<file path="src/rtl/nbr_pkg.sv">
package nbr_pkg;
  localparam int NIB        = 4;
  localparam int NUM_DIGITS = 13;
  localparam logic [3:0] ADDR_CTLD = 4'd13;
  localparam logic [3:0] ADDR_CTLE = 4'd14;
  localparam logic [3:0] ADDR_CTLF = 4'd15;
  localparam logic [3:0] IDX_HOUR_TENS = 4'd5;

  typedef struct packed {
    logic test;
    logic h24;
    logic stop;
    logic clr_sub;
  } regf_t;

  typedef struct packed {
    logic [1:0] period;
    logic       mode;
    logic       mask;
  } rege_t;

  // valid bits of each calendar digit
  function automatic logic [3:0] digit_mask(input logic [3:0] idx);
    case (idx)
      4'd1, 4'd3, 4'd5, 4'd12: digit_mask = 4'h7;
      4'd7:                    digit_mask = 4'h3;
      4'd9:                    digit_mask = 4'h1;
      default:                 digit_mask = 4'hF;
    endcase
  endfunction
endpackage

</file>
<file path="src/rtl/nbr_bus_front.sv">
module nbr_bus_front #(
  parameter int AW = 4
) (
  input  logic          clk,
  input  logic          rst_n,
  input  logic          bus_ale,
  input  logic          bus_cs0_n,
  input  logic          bus_cs1,
  input  logic [AW-1:0] bus_addr,
  input  logic          bus_rd_n,
  input  logic          bus_wr_n,
  output logic [AW-1:0] addr_eff,
  output logic          rd_en,
  output logic          commit
);
  logic          ale_eff, cs0n_eff, sel, wr_low, rd_low, conflict;
  logic [AW-1:0] addr_q;
  logic          cs0n_q, wr_act_q, bad_q;
  logic          bad_d;

  always_comb begin
    ale_eff  = bus_ale & bus_cs1;
    addr_eff = ale_eff ? bus_addr  : addr_q;
    cs0n_eff = ale_eff ? bus_cs0_n : cs0n_q;
    sel      = bus_cs1 & ~cs0n_eff;
    wr_low   = sel & ~bus_wr_n;
    rd_low   = sel & ~bus_rd_n;
    conflict = wr_low & rd_low;
    rd_en    = rd_low & bus_wr_n;
    commit   = wr_act_q & sel & bus_wr_n & ~bad_q;
    bad_d    = wr_low ? (bad_q | conflict) : 1'b0;
  end

  always_ff @(posedge clk or negedge rst_n) begin
    if (!rst_n) begin
      addr_q   <= '0;
      cs0n_q   <= 1'b1;
      wr_act_q <= 1'b0;
      bad_q    <= 1'b0;
    end else begin
      if (ale_eff) begin
        addr_q <= bus_addr;
        cs0n_q <= bus_cs0_n;
      end
      wr_act_q <= wr_low;
      bad_q    <= bad_d;
    end
  end
endmodule

</file>
<file path="src/rtl/nbr_ctrl_regs.sv">
module nbr_ctrl_regs
  import nbr_pkg::*;
#(
  parameter int AW = 4,
  parameter int DW = 4
) (
  input  logic          clk,
  input  logic          rst_n,
  input  logic          bus_cs1,
  input  logic          commit,
  input  logic [AW-1:0] waddr,
  input  logic [DW-1:0] wdata,
  input  logic          irq_event,
  input  logic          adj_done,
  output logic          hold,
  output logic          irq,
  output logic          adj,
  output rege_t         rege,
  output regf_t         regf,
  output logic          ld_stb,
  output logic [AW-1:0] ld_idx,
  output logic [DW-1:0] ld_data
);
  logic          hold_d, irq_d, adj_d, ld_d;
  rege_t         e_d;
  regf_t         f_d;
  logic [AW-1:0] idx_d;
  logic [DW-1:0] dat_d;

  always_comb begin
    hold_d = hold;
    irq_d  = irq;
    adj_d  = adj;
    e_d    = rege;
    f_d    = regf;
    ld_d   = 1'b0;
    idx_d  = ld_idx;
    dat_d  = ld_data;
    if (adj_done) adj_d = 1'b0;
    if (commit) begin
      if (waddr < AW'(NUM_DIGITS)) begin
        ld_d  = 1'b1;
        idx_d = waddr;
        dat_d = wdata & digit_mask(waddr);
      end else if (waddr == ADDR_CTLD) begin
        hold_d = wdata[0];
        if (!wdata[2]) irq_d = 1'b0;
        if (wdata[3])  adj_d = 1'b1;
      end else if (waddr == ADDR_CTLE) begin
        e_d = rege_t'(wdata);
      end else begin
        f_d.clr_sub = wdata[0];
        f_d.stop    = wdata[1];
        f_d.test    = wdata[3];
        if (regf.clr_sub) f_d.h24 = wdata[2];
      end
    end
    if (irq_event && !rege.mask) irq_d = 1'b1;
    if (!bus_cs1) begin
      hold_d      = 1'b0;
      f_d.clr_sub = 1'b0;
    end
  end

  always_ff @(posedge clk or negedge rst_n) begin
    if (!rst_n) begin
      hold    <= 1'b0;
      irq     <= 1'b0;
      adj     <= 1'b0;
      rege    <= '0;
      regf    <= '0;
      ld_stb  <= 1'b0;
      ld_idx  <= '0;
      ld_data <= '0;
    end else begin
      hold    <= hold_d;
      irq     <= irq_d;
      adj     <= adj_d;
      rege    <= e_d;
      regf    <= f_d;
      ld_stb  <= ld_d;
      ld_idx  <= idx_d;
      ld_data <= dat_d;
    end
  end
endmodule

</file>
<file path="src/rtl/nbr_read_mux.sv">
module nbr_read_mux
  import nbr_pkg::*;
#(
  parameter int AW = 4,
  parameter int DW = 4
) (
  input  logic                     rd_en,
  input  logic [AW-1:0]            addr,
  input  logic [NUM_DIGITS*DW-1:0] digits,
  input  logic                     cnt_update,
  input  logic                     hold,
  input  logic                     irq,
  input  logic                     adj,
  input  rege_t                    rege,
  input  regf_t                    regf,
  output logic [DW-1:0]            dout
);
  logic [DW-1:0] dig_view [NUM_DIGITS];
  logic [DW-1:0] rdata;
  logic          busy;

  for (genvar g = 0; g < NUM_DIGITS; g++) begin : g_view
    logic [DW-1:0] msk;
    always_comb begin
      msk = digit_mask(AW'(g));
      if (AW'(g) == IDX_HOUR_TENS && regf.h24) msk[2] = 1'b0;
      dig_view[g] = digits[g*DW +: DW] & msk;
    end
  end

  always_comb begin
    busy = ~hold | cnt_update;
    if (addr < AW'(NUM_DIGITS))  rdata = dig_view[addr];
    else if (addr == ADDR_CTLD)  rdata = {adj, irq, busy, hold};
    else if (addr == ADDR_CTLE)  rdata = rege;
    else                         rdata = regf;
    dout = rd_en ? rdata : '0;
  end
endmodule

</file>
<file path="src/rtl/nbr_host_if.sv">
module nbr_host_if
  import nbr_pkg::*;
#(
  parameter int AW = 4,
  parameter int DW = 4,
  localparam int DIGW = NUM_DIGITS * DW
) (
  input  logic            clk,
  input  logic            rst_n,
  input  logic            bus_ale,
  input  logic            bus_cs0_n,
  input  logic            bus_cs1,
  input  logic [AW-1:0]   bus_addr,
  input  logic            bus_rd_n,
  input  logic            bus_wr_n,
  input  logic [DW-1:0]   bus_din,
  output logic [DW-1:0]   bus_dout,
  output logic            bus_doe,
  input  logic [DIGW-1:0] cnt_digits,
  input  logic            cnt_update,
  input  logic            irq_event,
  input  logic            adj_done,
  output logic            ld_stb,
  output logic [AW-1:0]   ld_idx,
  output logic [DW-1:0]   ld_data,
  output logic            ctl_hold,
  output logic            ctl_irq,
  output logic            ctl_adj,
  output logic            ctl_mask,
  output logic            ctl_irq_mode,
  output logic [1:0]      ctl_period,
  output logic            ctl_clr_sub,
  output logic            ctl_stop,
  output logic            ctl_h24,
  output logic            ctl_test
);
  logic [AW-1:0] addr_eff;
  logic          rd_en, commit;
  rege_t         rege;
  regf_t         regf;

  nbr_bus_front #(.AW(AW)) u_front (
    .clk(clk), .rst_n(rst_n), .bus_ale(bus_ale), .bus_cs0_n(bus_cs0_n),
    .bus_cs1(bus_cs1), .bus_addr(bus_addr), .bus_rd_n(bus_rd_n),
    .bus_wr_n(bus_wr_n), .addr_eff(addr_eff), .rd_en(rd_en), .commit(commit)
  );

  nbr_ctrl_regs #(.AW(AW), .DW(DW)) u_regs (
    .clk(clk), .rst_n(rst_n), .bus_cs1(bus_cs1), .commit(commit),
    .waddr(addr_eff), .wdata(bus_din), .irq_event(irq_event),
    .adj_done(adj_done), .hold(ctl_hold), .irq(ctl_irq), .adj(ctl_adj),
    .rege(rege), .regf(regf), .ld_stb(ld_stb), .ld_idx(ld_idx),
    .ld_data(ld_data)
  );

  nbr_read_mux #(.AW(AW), .DW(DW)) u_rmux (
    .rd_en(rd_en), .addr(addr_eff), .digits(cnt_digits),
    .cnt_update(cnt_update), .hold(ctl_hold), .irq(ctl_irq), .adj(ctl_adj),
    .rege(rege), .regf(regf), .dout(bus_dout)
  );

  assign bus_doe      = rd_en;
  assign ctl_mask     = rege.mask;
  assign ctl_irq_mode = rege.mode;
  assign ctl_period   = rege.period;
  assign ctl_clr_sub  = regf.clr_sub;
  assign ctl_stop     = regf.stop;
  assign ctl_h24      = regf.h24;
  assign ctl_test     = regf.test;
endmodule

</file>
<file path="config.mk">
export PLATFORM = sky130hd
export DESIGN_NAME = nbr_host_if
export DESIGN_NICKNAME = d
export VERILOG_FILES = /design/src/rtl/nbr_pkg.sv /design/src/rtl/nbr_bus_front.sv /design/src/rtl/nbr_ctrl_regs.sv /design/src/rtl/nbr_read_mux.sv /design/src/rtl/nbr_host_if.sv
export SDC_FILE = /design/constraint.sdc
export NUM_CORES = 1
export LEC_CHECK = 0
export BUFFER_PORTS_ARGS = -buffer_cell sky130_fd_sc_hd__buf_2
export CORE_ASPECT_RATIO = 1.2
export CORE_UTILIZATION = 40
export CTS_CLUSTER_DIAMETER = 150
export DETAILED_ROUTE_END_ITERATION = 8
export PLACE_DENSITY_LB_ADDON = 0.3
export SLEW_MARGIN = 25
export SYNTH_ARGS = -nofsm -noshare
export SYNTH_HDL_FRONTEND = slang
export SYNTH_SLANG_ARGS = --single-unit
export TNS_END_PERCENT = 50
</file>
<file path="constraint.sdc">
create_clock -name clk -period 4.2 [get_ports clk]
set_clock_uncertainty 0.15 [all_clocks]
set_input_delay 0.84 -clock clk [delete_from_list [all_inputs] [get_ports clk]]
set_output_delay 0.84 -clock clk [all_outputs]
set_load 0.03 [all_outputs]
</file>
==> impl_metrics.json, run 1 <==
{
  "synth_top_cell_area_share_pct": 37.79,
  "worstSkewPairLatency_ns": 0.27,
  "slew_headroom_pct": 57.30,
  "clk_path_buf_depth": 2,
  "clock-sinks": 27,
  "crit-reg2reg-launch": "u_front.addr_q[0]",
  "hold_path.startpoint": "u_regs.ld_data[0]",
  "route.vias.total": 1754,
  "cts.repair.resized": 0,
  "fp.dieH_um": 73.87,
  "gp_weighted_congestion": 0.8421,
  "core_um2": 4035,
  "detail_route.iter0.violations": 56,
  "hold_slack_ns": 0.3382,
  "io_buffer_count": 85,
  "postRouteAntennaNets": 0,
  "post_layout_nonfiller_instances": 329,
  "yosysUniqueCellTypes": 49,
  "post_synth_instance_area_um2": 1722,
  "power_mw": 0.7631,
  "power.static_leakage_nw": 1.139,
  "post_synthesis_average_cell_area_um2": 8.920,
  "ys_ff_latch": 27,
  "floorplan.io_pins": 95,
  "dpl.cell_count": 325,
  "timing_hold_violations_final": 0,
  "synthesis.yosys.warnings": 0,
  "cp_slowest_stage_delay_ns": 0.40,
  "drt-wirelength-per-cell_um": 15.08,
  "fin_setup_tns_ns": 0,
  "initial_utilization_pct": 42.67,
  "dieArea_um2": 4572,
  "finalSetupViolCount": 0,
  "timing.critical_path.max_delay_family": "compound AO/OA/AOI/OAI gates",
  "first_global_vias": 1617,
  "drv_slew": 0,
  "track_usage_pct": 22.41,
  "critPathLaunchType": "input pin",
  "htree_levels": 1,
  "cts.repair_timing.setup_buffer_count": 0,
  "highest_clock_rate_mhz": 250.9,
  "rsz_0062_raised_after_global_routing": "false",
  "final.fill_count": 401,
  "buf_inv_on_cp": 3,
  "first_pass_iteration_count_of_the_detailed_router": 4,
  "place_hpwl_mm": 3.867,
  "worst_path_most_repeated_cell": "buf_2",
  "synth_async_sr_flop_share_pct": 100.0,
  "dieWidth_um": 61.89,
  "cp_cell_sequence": "buf_2 -> nand2_2 -> a21oi_2 -> inv_2 -> nand2_1 -> o22ai_1 -> o31a_1 -> nor4b_1 -> buf_2",
  "grt_pass1_wl_mm": 7.458,
  "timing_worst_slew_pin_value_ns": 0.6362,
  "synthDominantAreaCellType": "dfrtp_1",
  "synth_edf_count": 0,
  "final_layout_size_suffix_gt1_share_pct": 40.73,
  "timing.final.crit_share_pct": 94.89,
  "max_cap_viol_count": 0,
  "rows": 25,
  "required_ns": 3.21,
  "viasPerCell": 5.331,
  "worst-endpoint-arrival_ns": 3.00,
  "nNetsFinal": 346,
  "syn-instance-count": 193,
  "power-per-cell-area_nw_per_um2": 342.2,
  "tritoncts_clock_tree": "done",
  "netlist_top_cells_area": "dfrtp_1 (38%), nand2_1 (7.2%), mux2i_1 (7.0%), a21oi_1 (4.1%), o21ai_0 (4.1%)",
  "final_cell_mix": "buf_2 (85), nand2_1 (33), dfrtp_1 (26), a21oi_1 (14), o21ai_0 (13)",
  "n_antenna_cell": 0,
  "layout.cells.most_common": "buf_2",
  "startpoint": "bus_cs1",
  "cts_inserted_buffers": 3,
  "timing.final.crit_period_ns": 3.985,
  "category_of_the_most_critical_setup_path": "input pin to output pin",
  "grt_antenna_before_repair": 0,
  "worst_setup_ep_type": "output pin",
  "cts.root.buffer_cell": "clkbuf_8",
  "drt-total-wl_mm": 4.961,
  "standard_cell_with_the_maximum_stage_delay_on_the_critical_path": "a21oi_2",
  "crit_path_max_fanout": 11,
  "status": "completed",
  "clk_pin_slew_worst_paths_ns": 0.09,
  "synth-main-ff-cell": "dfrtp_1",
  "cts_hold_buffers": 0,
  "global_route.overflow_total": 0,
  "largest_net_degree_at_the_start_of_global_routing": 28,
  "vdd_drop_max_v": 0.0001822,
  "flow.area_growth_from_synthesis_pct": 29.51,
  "synth_sequential_area_ratio_pct": 39.32,
  "syn_nets": 263,
  "drt_drc_violations_left": 0,
  "hold_path.class": "flop to flop"
}
## registers in the layout, summed over array words and instances, names as in the netlist, 4 cells and up
name and flops:
u_front.addr_q 4, u_regs.ld_data 4, u_regs.ld_idx 4, u_regs.rege 4
u_regs.regf 4
## final cells by class
| type | instances | area (um2) | area share (%) |
|---|---|---|---|
| Clock buffer | 3 | 41.29 | 1.852 |
| Clock inverter | 1 | 7.507 | 0.3367 |
| Inverter | 10 | 37.54 | 1.684 |
| Multi-Input combinational cell | 144 | 935.9 | 41.98 |
| Sequential cell | 27 | 676.9 | 30.36 |
| Tap cell | 54 | 67.56 | 3.030 |
| Timing Repair Buffer | 90 | 462.9 | 20.76 |
## worst min-delay path, stage by stage (launching register included)
cell and delay (ns):
dfrtp_1 0.36, nand2_1 0.05, nand2_1 0.05
## cells by family (layout without fill, tap and decap cells)
family,count (synthesis),after routing,synth area share (%)
mux,22,22,14.97
compound gates,57,57,21.44
flops,27,27,39.32
buf+inv,22,104,6.323
simple gates,65,65,17.95
## report_power, final
part / switching (mW) / internal, mW / leakage, nW / total (mW)
registers: 0.0210 / 0.296 / 0.349 / 0.317
clock network: 0.0816 / 0.0674 / 0.0217 / 0.149
logic: 0.191 / 0.107 / 0.768 / 0.297
total: 0.293 / 0.470 / 1.14 / 0.763
## metrics by stage
stage / util (%) / worst slack, ns / area (um2)
2_1_floorplan: - / 0.2299 / 1722
4_1_cts: 55.26 / 0.2835 / 2230
5_1_grt: 55.26 / 0.1102 / 2230
6_report: 55.26 / 0.2147 / 2230
3_3_place_gp: 54.05 / 0.3163 / 2181
3_5_place_dp: 54.05 / 0.2878 / 2181
## synth_stat cells (6+ instances only)
| cell type | n |
|---|---|
| nand3_1 | 6 |
| nor2_1 | 6 |
| mux2i_1 | 12 |
| o21ai_0 | 14 |
| mux2_2 | 6 |
| a21oi_1 | 14 |
| dfrtp_1 | 26 |
| buf_2 | 6 |
| nand2_1 | 33 |
| inv_1 | 7 |
## path summary, 6_finish.rpt
kind | endpoint | slack (ns) | cells after the start
max | bus_dout[2] | 0.21 | 9
min | u_regs.ld_data[0] | 0.34 | 2
max reg2reg | u_regs.ld_idx[2] | 1.97 | 8
min reg2reg | u_regs.ld_data[0] | 0.34 | 2
max in group asynchronous | u_regs.rege[0] | 3.10 | 1
min in group asynchronous | u_front.wr_act_q | 0.41 | 1
## metal layers
layer  up-vias  GRT usage [%]  wire length [um]
li1        865              -                 -
met5         -              0                 0
met4         0          9.630               105
met3         9          2.465               346
met1       801          27.77              2094
met2        79          38.47              2415
Power figures use the tool's default switching activity.
==> run 2, diff against run 1 <==
Settings changed: ABC_AREA set to 1.
==> run 2 against run 1 <==
Clock power about the same. Routed wire length up 12%. Power up 5.8%. Critical path type unchanged. Sequential power about the same. Design area up 19%. First-iteration DRC count up 27%. Sequential cell count unchanged. Via count up 26%. Maximum frequency up 9.4%. Sequential share of layout area down 4.9 points. Die area up 26%. Area after synthesis up 27%.
==> impl_metrics.json, run 2 <==
{
  "gp_weighted_congestion": 0.8613,
  "synthesis.yosys.warnings": 0,
  "drt_drc_violations_left": 0,
  "timing_worst_slew_pin_value_ns": 0.6082,
  "power.sequential.fraction_pct": 39.0,
  "synth_edf_count": 0,
  "flow.area_growth_from_synthesis_pct": 22.08,
  "timing_hold_violations_final": 0,
  "syn_nets": 393,
  "clk_path_buf_depth": 2,
  "finalSetupViolCount": 0,
  "crit_path_max_fanout": 14,
  "synthDominantAreaCellType": "dfrtp_1",
  "clk_pin_slew_worst_paths_ns": 0.10,
  "synth_commonest_cells": "nand2_1 (114), inv_1 (47), nand3_1 (28)",
  "cp_cell_sequence": "buf_2 -> nand2_4 -> nand2_1 -> nand2_2 -> nor2_2 -> nand2_2 -> nand3_1 -> nand2_1 -> nand2_1 -> nand2_1 -> nor2_1 -> buf_2",
  "power-per-cell-area_nw_per_um2": 303.1,
  "drt-wirelength-per-cell_um": 11.90,
  "worstSkewPairLatency_ns": 0.27,
  "track_usage_pct": 19.77,
  "max_cap_viol_count": 0,
  "drv_slew": 0,
  "rows": 29,
  "highest_clock_rate_mhz": 274.5,
  "dieWidth_um": 69.43,
  "standard_cell_with_the_maximum_stage_delay_on_the_critical_path": "buf_2",
  "fin_setup_tns_ns": 0,
  "netlist_top_cells_area": "dfrtp_1 (30%), nand2_1 (20%), inv_1 (8.1%), nand3_1 (6.4%), nor2_1 (4.1%)",
  "buf_inv_on_cp": 2,
  "syn-instance-count": 323,
  "netSwitchingFraction_pct": 41.00,
  "critPathLaunchType": "input pin",
  "post-synth-top-count-cell": "nand2_1",
  "cts.root.buffer_cell": "clkbuf_8",
  "rsz_0062_raised_after_global_routing": "false",
  "synth_top_cell_area_share_pct": 29.82,
  "vdd_drop_max_v": 0.0003110,
  "cts.repair.resized": 0,
  "clock-sinks": 27,
  "p_int_mw": 0.4764,
  "synth-main-ff-cell": "dfrtp_1",
  "post_synth_instance_area_um2": 2182,
  "worst-endpoint-arrival_ns": 2.65,
  "layout.cells.most_common": "nand2_1",
  "yosysUniqueCellTypes": 34,
  "synth_async_sr_flop_share_pct": 100.0,
  "required_ns": 3.21,
  "timing.critical_path.max_delay_family": "simple AND/OR/NAND/NOR gates",
  "n_antenna_cell": 0,
  "core_um2": 5261,
  "status": "completed",
  "final_layout_size_suffix_gt1_share_pct": 33.09,
  "timing.final.crit_period_ns": 3.643,
  "tritoncts_clock_tree": "done",
  "power.clock.fraction_pct": 18.5,
  "final_core_util_pct": 50.63,
  "ys_ff_latch": 27,
  "category_of_the_most_critical_setup_path": "input pin to output pin",
  "first_pass_iteration_count_of_the_detailed_router": 4,
  "cts_inserted_buffers": 3,
  "place_hpwl_mm": 4.341,
  "switching_power_mw": 0.3310,
  "detail_route.iter0.violations": 71,
  "largest_net_degree_at_the_start_of_global_routing": 28,
  "viasPerCell": 4.741,
  "cts.repair_timing.setup_buffer_count": 0,
  "slew_headroom_pct": 59.45,
  "post_synthesis_average_cell_area_um2": 6.756,
  "power.static_leakage_nw": 1.543,
  "fp.dieH_um": 82.91,
  "drt-total-wl_mm": 5.557,
  "cts_hold_buffers": 0,
  "first_global_vias": 2091,
  "route.vias.total": 2214,
  "grt_pass1_wl_mm": 9.404,
  "worst_setup_ep_type": "output pin",
  "power_frac_comb_pct": 42.6,
  "final_cell_mix": "nand2_1 (114), buf_2 (85), inv_1 (47), nand3_1 (28), dfrtp_1 (26)",
  "hold_path.class": "flop to flop",
  "synth_sequential_area_ratio_pct": 31.02,
  "power_mw": 0.8074,
  "nNetsFinal": 476,
  "global_route.overflow_total": 0,
  "postRouteAntennaNets": 0,
  "cp_slowest_stage_delay_ns": 0.31,
  "timing.final.crit_share_pct": 86.74,
  "dieArea_um2": 5756,
  "htree_levels": 1,
  "floorplan.io_pins": 95,
  "grt_antenna_before_repair": 0,
  "io_buffer_count": 85,
  "worst_path_most_repeated_cell": "nand2_1",
  "initial_utilization_pct": 41.47
}
## run 2: cell type report
type / count / area, um2
sequential: 27 / 676.9
multi-input combinational: 238 / 1232
fill: 554 / 2597
tap: 62 / 77.57
timing repair buffer: 86 / 432.9
clock inverter: 1 / 7.507
inverter: 50 / 195.2
clock buffer: 3 / 41.29
## run 2: power groups by stage
stage	Sequential, mW	Combinational, mW	Clock (mW)
after floorplan	0.372	0.195	0
after detailed placement	0.321	0.345	0
final	0.315	0.344	0.149
after global routing	0.319	0.383	0.163
after CTS	0.316	0.347	0.157
after global placement	0.321	0.341	0
## run 2: final timing paths
path	end	start	cells past startpoint	slack (ns)
worst max register to register	u_regs.rege[1]	u_front.addr_q[0]	7	2.48
worst min register to register	u_regs.ld_data[1]	u_regs.ld_data[1]	2	0.34
worst max-delay path	bus_dout[1]	bus_cs1	12	0.56
max in group asynchronous	u_regs.ld_stb	rst_n	1	3.08
min in group asynchronous	u_regs.ld_data[0]	rst_n	1	0.41
worst min-delay path	u_regs.ld_data[1]	u_regs.ld_data[1]	2	0.34
## run 2: cell families (layout without fill, tap and decap cells)
group	after synthesis	after routing	synth area share (%)
AOI/OAI and AO/OA	27	27	7.856
muxes	1	1	0.6879
and+or+nand+nor	210	210	47.94
DFF	27	27	31.02
buffers and inverters	58	140	12.50
## run 2: worst register-to-register path, stage by stage (launching register included)
cell and delay [ns]:
dfrtp_1 0.40, inv_1 0.06, nand2_1 0.07, nand2_2 0.18, nand2_1 0.14, nor2_4 0.20, nand2_4 0.10, mux2_4 0.30
## run 2: per-layer routing
metal,global-route usage [%],routed length (um)
met5,0,0
met4,3.340,24
met3,1.214,367
met2,34.95,2708
met1,26.83,2457
## run 2: per-stage QoR
stage                     worst slack, ns  cells  hold slack (ns)  instance area, um2
after floorplan                    0.6571    323           0.3284                2182
after global placement             0.5655    463           0.3198                2615
after detailed placement           0.5467    463           0.3184                2615
after CTS                          0.5380    467           0.3518                2664
after global routing               0.3610    467           0.3743                2664
final                              0.5568    467           0.3449                2664
